===== config.mk =====
export PLATFORM = sky130hd
export DESIGN_NAME = pio_bank
export DESIGN_NICKNAME = d
export VERILOG_FILES = /design/src/rtl/pio_pkg.sv /design/src/rtl/pio_regs.sv /design/src/rtl/pio_sync.sv /design/src/rtl/pio_pad_ctrl.sv /design/src/rtl/pio_bank.sv
export SDC_FILE = /design/constraint.sdc
export NUM_CORES = 1
export LEC_CHECK = 0
export ABC_AREA = 1
export BUFFER_PORTS_ARGS = -buffer_cell sky130_fd_sc_hd__buf_4
export CAP_MARGIN = 20
export CORE_ASPECT_RATIO = 1.25
export CORE_UTILIZATION = 30
export DETAILED_ROUTE_END_ITERATION = 12
export GPL_ROUTABILITY_DRIVEN = 0
export PLACE_DENSITY_LB_ADDON = 0.25
export REMOVE_ABC_BUFFERS = 1
export SYNTH_ARGS = -nofsm -noshare
export SYNTH_HDL_FRONTEND = slang
export SYNTH_HIERARCHICAL = 1
export SYNTH_SLANG_ARGS = --single-unit

===== constraint.sdc =====
create_clock -name clk -period 0.93 [get_ports clk]
set_input_delay 0.186 -clock clk [delete_from_list [all_inputs] [get_ports clk]]
set_output_delay 0.186 -clock clk [all_outputs]
set_load 0.01 [all_outputs]

===== src/rtl/pio_pkg.sv =====
package pio_pkg;

  localparam int ADDR_W = 2;

  typedef enum logic [ADDR_W-1:0] {
    ADR_LEVEL = 2'd0,
    ADR_DIR   = 2'd1,
    ADR_DRIVE = 2'd2,
    ADR_SPARE = 2'd3
  } pio_addr_e;

  // Pull-up is wanted on listening bits whose drive bit is set.
  function automatic logic pull_bit(input logic dir_b, input logic drv_b);
    return (~dir_b) & drv_b;
  endfunction

  // Output value: the peripheral wins when it selects the bit.
  function automatic logic out_bit(input logic drv_b, input logic sel_b, input logic val_b);
    return sel_b ? val_b : drv_b;
  endfunction

endpackage


===== src/rtl/pio_regs.sv =====
module pio_regs
  import pio_pkg::*;
#(
  parameter int WIDTH = 8
) (
  input  logic              clk,
  input  logic              rst_n,
  input  logic [ADDR_W-1:0] addr,
  input  logic              we,
  input  logic [WIDTH-1:0]  wdata,
  input  logic [WIDTH-1:0]  level,
  output logic [WIDTH-1:0]  rdata,
  output logic [WIDTH-1:0]  dir_q,
  output logic [WIDTH-1:0]  drv_q
);

  pio_addr_e sel;
  assign sel = pio_addr_e'(addr);

  // named write events
  logic wr_dir, wr_drv, wr_level_dropped, wr_spare_dropped;
  assign wr_dir           = we && (sel == ADR_DIR);
  assign wr_drv           = we && (sel == ADR_DRIVE);
  assign wr_level_dropped = we && (sel == ADR_LEVEL);
  assign wr_spare_dropped = we && (sel == ADR_SPARE);

  always_ff @(posedge clk or negedge rst_n) begin
    if (!rst_n) begin
      dir_q <= '0;
      drv_q <= '0;
    end else begin
      if (wr_dir) dir_q <= wdata;
      if (wr_drv) drv_q <= wdata;
    end
  end

  always_comb begin
    unique case (sel)
      ADR_LEVEL: rdata = level;
      ADR_DIR:   rdata = dir_q;
      ADR_DRIVE: rdata = drv_q;
      default:   rdata = '0;
    endcase
  end

  assert_dir_write_R2: assert property (@(posedge clk) disable iff (!rst_n)
    wr_dir |=> (dir_q == $past(wdata)));

  assert_level_write_dropped_R6: assert property (@(posedge clk) disable iff (!rst_n)
    wr_level_dropped |=> ($stable(dir_q) && $stable(drv_q)));

  assert_spare_write_dropped_R8: assert property (@(posedge clk) disable iff (!rst_n)
    wr_spare_dropped |=> ($stable(dir_q) && $stable(drv_q)));

  assert_idle_hold_R9: assert property (@(posedge clk) disable iff (!rst_n)
    !we |=> ($stable(dir_q) && $stable(drv_q)));

endmodule


===== src/rtl/pio_sync.sv =====
module pio_sync #(
  parameter int WIDTH  = 8,
  parameter int STAGES = 2
) (
  input  logic             clk,
  input  logic             rst_n,
  input  logic [WIDTH-1:0] raw,
  output logic [WIDTH-1:0] synced
);

  localparam int LAST = STAGES - 1;

  logic [WIDTH-1:0] stage_q [STAGES];

  always_ff @(posedge clk or negedge rst_n) begin
    if (!rst_n) stage_q[0] <= '0;
    else        stage_q[0] <= raw;
  end

  for (genvar s = 1; s < STAGES; s++) begin : g_chain
    always_ff @(posedge clk or negedge rst_n) begin
      if (!rst_n) stage_q[s] <= '0;
      else        stage_q[s] <= stage_q[s-1];
    end
  end

  assign synced = stage_q[LAST];

  // becomes 1 one edge after reset release so $past never reaches into reset
  logic up_q;
  always_ff @(posedge clk or negedge rst_n) begin
    if (!rst_n) up_q <= 1'b0;
    else        up_q <= 1'b1;
  end

  assert_first_stage_R5: assert property (@(posedge clk) disable iff (!rst_n)
    up_q |-> (stage_q[0] == $past(raw)));

  assert_chain_shift_R5: assert property (@(posedge clk) disable iff (!rst_n)
    up_q |-> (synced == $past(stage_q[LAST-1])));

endmodule


===== src/rtl/pio_pad_ctrl.sv =====
module pio_pad_ctrl
  import pio_pkg::*;
#(
  parameter int WIDTH = 8
) (
  input  logic             clk,
  input  logic             rst_n,
  input  logic [WIDTH-1:0] dir_q,
  input  logic [WIDTH-1:0] drv_q,
  input  logic [WIDTH-1:0] alt_sel,
  input  logic [WIDTH-1:0] alt_val,
  output logic [WIDTH-1:0] pad_out,
  output logic [WIDTH-1:0] pad_oe,
  output logic [WIDTH-1:0] pad_pu
);

  for (genvar i = 0; i < WIDTH; i++) begin : g_bit
    assign pad_out[i] = out_bit(drv_q[i], alt_sel[i], alt_val[i]);
    assign pad_oe[i]  = dir_q[i];
    assign pad_pu[i]  = pull_bit(dir_q[i], drv_q[i]);
  end

  assert_pu_oe_exclusive_R4: assert property (@(posedge clk) disable iff (!rst_n)
    (pad_pu & pad_oe) == '0);

endmodule


===== src/rtl/pio_bank.sv =====
module pio_bank
  import pio_pkg::*;
#(
  parameter int WIDTH = 8
) (
  input  logic              clk,
  input  logic              rst_n,
  input  logic [ADDR_W-1:0] bus_addr,
  input  logic              bus_we,
  input  logic [WIDTH-1:0]  bus_wdata,
  output logic [WIDTH-1:0]  bus_rdata,
  input  logic [WIDTH-1:0]  pad_in,
  input  logic [WIDTH-1:0]  alt_sel,
  input  logic [WIDTH-1:0]  alt_val,
  output logic [WIDTH-1:0]  pad_out,
  output logic [WIDTH-1:0]  pad_oe,
  output logic [WIDTH-1:0]  pad_pu
);

  logic [WIDTH-1:0] level_sync;
  logic [WIDTH-1:0] dir_q;
  logic [WIDTH-1:0] drv_q;

  pio_sync #(.WIDTH(WIDTH), .STAGES(2)) u_sync (
    .clk    (clk),
    .rst_n  (rst_n),
    .raw    (pad_in),
    .synced (level_sync)
  );

  pio_regs #(.WIDTH(WIDTH)) u_regs (
    .clk   (clk),
    .rst_n (rst_n),
    .addr  (bus_addr),
    .we    (bus_we),
    .wdata (bus_wdata),
    .level (level_sync),
    .rdata (bus_rdata),
    .dir_q (dir_q),
    .drv_q (drv_q)
  );

  pio_pad_ctrl #(.WIDTH(WIDTH)) u_pad (
    .clk     (clk),
    .rst_n   (rst_n),
    .dir_q   (dir_q),
    .drv_q   (drv_q),
    .alt_sel (alt_sel),
    .alt_val (alt_val),
    .pad_out (pad_out),
    .pad_oe  (pad_oe),
    .pad_pu  (pad_pu)
  );

  // reset leaves every pin listening with pull-up off
  assert_reset_quiet_R1: assert property (@(posedge clk)
    !rst_n |-> (pad_oe == '0 && pad_pu == '0));

endmodule


* Word-level counts from Yosys, hierarchy flattened *
Index checks and enable logic that the tools add are counted.

cells by class
  equality and inequality tests = 2
  muxes and demuxes = 9
  bitwise operators = 16
  reduce and logical (&&, ||, !) cells = 3

operator list
  kind                count
  $pmux 8 s3          1
  $and 1x1->1         8
  $mux 1              8
  $not 1->1           8
  $eq 2x1->1 const B  1
  $eq 2x2->1 const B  1
  $logic_and 1x1->1   2
  $logic_not 2->1     1

storage, ports and cells
  bits in registers = 32
  input port bits = 37
  output and inout port bits = 32
  word-level logic and storage cells = 34

* Logic depth before layout (Yosys ltp) *
  depth after elaboration = 2
  gate-level depth with buffers = 5
  mapped depth without buffers = 4

* By module *
The synthesis kept the hierarchy.

by module, submodules not included
  module        times used  cells each  area each (um2)  sequential area each (um2)
  pio_regs      1           109         889.6            400.4
  pio_sync      1           24          460.4            400.4
  pio_pad_ctrl  1           56          260.2            0.0

* Worst setup path after synthesis *
OpenSTA, ideal clock, no wires.

  path type = in2out
  start point = input port bus_addr[0]
  end point = output port bus_rdata[4]
  arrival time = 0.692 ns
  data required time = 0.744 ns
  slack = 0.052 ns
  cell stages on the path = 5
  buffers on the path = 2
  path through = buf_6 inv_4 buf_6 nand3_1 nand3_1

between the ends
  longest elaborated chain between the ends = 2
  elaborated cells on any way between the ends = 4
  classes of those cells = 2 x eq/ne; 1 x mux; 1 x reduce/logical

RTL lines
  element                                   RTL line        text
  from (decl)                               pio_bank.sv:8   input logic [ADDR_W-1:0] bus_addr,
  $eq 2x2->1, or another cell as far along  pio_regs.sv:38  unique case (sel)
  $pmux 8 s3 (*)                            pio_regs.sv:38
  to (decl)                                 pio_bank.sv:11  output logic [WIDTH-1:0] bus_rdata,

Mark *: on every way between the ends. The rest lies on a longest branch, timed or not.

* Worst setup path in the final report *
  start point = register u_regs.dir_q[7]
  end point = output port bus_rdata[7]

between the ends
  longest elaborated chain between the ends = 1

RTL lines
  element                 RTL line        text
  from (decl)             pio_regs.sv:13  output logic [WIDTH-1:0] dir_q,
  from (signal assigned)  pio_regs.sv:32  if (wr_dir) dir_q <= wdata;
  $pmux 8 s3              pio_regs.sv:38

Every way passes these cells.

==> reports/summary.txt <==
RR Endpoint: u_regs/dir_q[2]$_DFFE_PN0P_
Combinational Power Share: 27.1%
Num CTS Buffers: 5
Critical R2R Launch: u_regs/dir_q[2]$_DFFE_PN0P_
Yosys reg bits: 32
Core Region: 5120 sq um
endpoints failing hold: 0
Max-cap violations: 0
Die H: 83.9 um
Hold Path Stages: 3
final WL: 3.77 mm
Ports: 69
antenna-violating nets left: 0
DP HPWL: 2.61 mm
Setup Skew: 0.00310 ns
Hold Crit Class: primary input to flop
wire per inst: 11.5 um
GRT Total Usage: 13.7%
Leak Pwr: 1.33 nW
hold_sp: bus_wdata[6]
Setup violations, final: 32
Vias/cell: 4.54
cells on worst reg2reg path: 3
Relative slew margins: 73.3%
sequential share of power: 39.7%
Crit Path Category: flop to output port
synthesized area: 1610 sq um
Cell variety after synth: 11
Peak VDD IR: 1200 uV
CTS tree: built
die area: 5670 sq um
PD cells: 1710 nW/um^2
Synth-to-Final Area Change: 57.6%
worst-margin pin slew: 0.401 ns
number of global-route vias before repair: 1263
port buffer count: 68
CP required: 0.74 ns
P_int: 0.00316 W
Filler cells: 501
final slew viol count: 0
status: complete, but fails checks
clock power share: 33.2%
fin util: 49.6%
largest net degree at the start of global routing: 33
first-pass GRT wire length: 5.83 mm
setup ws final: -0.286 ns
initial antenna violation count: 0
DR iter-0 viols: 25
worst-case clock buffer depth: 2
Reg clk slew, reported paths: 0.07 ns
ant diodes: 0
failing checks: setup timing
cell area after layout: 2540 sq um
CTS Sinks: 32
Psw: 0.00117 W
Reg area: 810 sq um
Crit Path Max Fanout: 4
via count: 1489
Sw Share: 27.0%
# DRC: 0
Pre-Repair DR Iteration Count: 4
Initial Utilization: 31.5%
sequential share of the synthesized area: 49.7%
Critical Path End Type: output port
flop-to-flop setup slack: 0.11 ns
Mean Syn Cell Area: 8.52 sq um
fmax: 0.822 GHz
chip width: 67.5 um
Synth Instances: 189
fin crit share: 131%
WHS Endpoint: u_regs/dir_q[6]$_DFFE_PN0P_
htree depth: 2
Congestion Overflow GR: 0
ratio of cells with drive above 1 in the final layout: 49.2%
CTS root buf: clkbuf_8
nets: 302
area of the multi-input gates: 629 sq um
Worst EP arrival: 1.03 ns
synth warn: 6
nature of the critical path startpoint: flop
RSZ-0062 raised after global routing: yes
Post-DP Area: 2070 sq um
Worst-Skew Late Latency: 0.28 ns
num rows: 29
fin crit period: 1.22 ns
==> per-layer routing <==
layer	part of all wire, %	routed length (um)	track usage [%]
met4	1.7	63	4.84
met1	41	1550	16.1
met5	0	0	0
met2	51	1930	22.6
met3	6.1	229	4.37
==> sequential cells by signal, indices dropped and copies added, names as in the netlist <==
register and cells:
u_regs/dir_q 8, u_regs/drv_q 8, u_sync/synced 8, u_sync/stage_q 8
==> area by class of cell <==
class	instances	area share, %
multi-input cells	115	24.8
clock inverters	1	1.18
inverters	18	2.86
repair buffers	93	32.4
clock buffers	7	3.80
well taps	62	3.06
flip-flops and latches	32	31.9
==> cells in the mapped netlist <==
cell type	number	area, sq um
nand3_1	24	120
inv_4	2	12.5
buf_6	4	45.0
nor2_4	1	11.3
dfrtp_1	32	801
nand2_1	64	240
nand4_1	16	100
inv_1	16	60.1
nor2_2	8	50.1
nand3_2	2	20.0
buf_4	20	150
==> timing repair <==
action | in CTS | in global routing
buffers inserted | 4 | 3
hold endpoints to repair | 32 | 8
pin swaps | 27 | 19
resized for setup | 26 | 27
hold buffers | 1 | 8
setup endpoints to repair | 32 | 32
==> placed cells by master, fill, tap and decap left out <==
master,count
nor2_4,1
nand3_1,7
inv_1,15
buf_6,27
inv_4,2
dlygate4sd3_1,9
bufinv_16,1
dfrtp_2,7
buf_4,57
nand4_1,16
nor2_2,8
nand2_1,63
clkbuf_8,7
nand3_2,19
nand2_2,1
inv_2,1
dfrtp_1,25
==> power groups by stage <==
stage | combinational [W] | clock (W) | sequential (W)
2_1_floorplan | 0.000350 | 0 | 0.00170
3_3_place_gp | 0.000918 | 0 | 0.00171
3_5_place_dp | 0.000928 | 0 | 0.00171
4_1_cts | 0.00107 | 0.00148 | 0.00170
5_1_grt | 0.00128 | 0.00154 | 0.00174
6_report | 0.00117 | 0.00144 | 0.00172
==> worst max-delay path: stages, from the launching register on <==
cell	delay [ns]
dfrtp_2	0.44
nand3_2	0.09
nand3_2	0.09
buf_6	0.13
==> kinds of logic after synthesis <==
logic type    synth area share, %
flops                        49.7
buf+inv                      16.6
simple gates                 33.6
==> per-stage QoR <==
| step | setup TNS (ns) | hold WS (ns) | setup WS (ns) | instances | total power [W] |
|---|---|---|---|---|---|
| final | -6.85 | 0.174 | -0.286 | 328 | 0.00433 |
| after global routing | -8.27 | 0.179 | -0.331 | 328 | 0.00456 |
| after CTS | -7.06 | 0.00273 | -0.309 | 317 | 0.00424 |
| after detailed placement | -1.32 | 0.150 | -0.101 | 304 | 0.00264 |
| after global placement | -1.15 | 0.144 | -0.0985 | 304 | 0.00263 |
| after floorplan | 0 | -0.110 | 0.106 | 165 | 0.00205 |
==> worst max-delay path by stage <==
| stage | end | startpoint | cells after the start | slack [ns] |
|---|---|---|---|---|
| finish | bus_rdata[7] | u_regs/dir_q[7]$_DFFE_PN0P_ | 3 | -0.29 |
| floorplan | bus_rdata[0] | u_regs/dir_q[0]$_DFFE_PN0P_ | 2 | 0.11 |
| CTS | bus_rdata[3] | u_regs/dir_q[3]$_DFFE_PN0P_ | 3 | -0.31 |
| global placement | bus_rdata[7] | bus_addr[0] | 5 | -0.1 |
| detailed placement | bus_rdata[7] | bus_addr[1] | 5 | -0.10 |
| global route | bus_rdata[7] | u_regs/dir_q[7]$_DFFE_PN0P_ | 3 | -0.33 |
No activity file was read; power rests on OpenSTA's default activity.
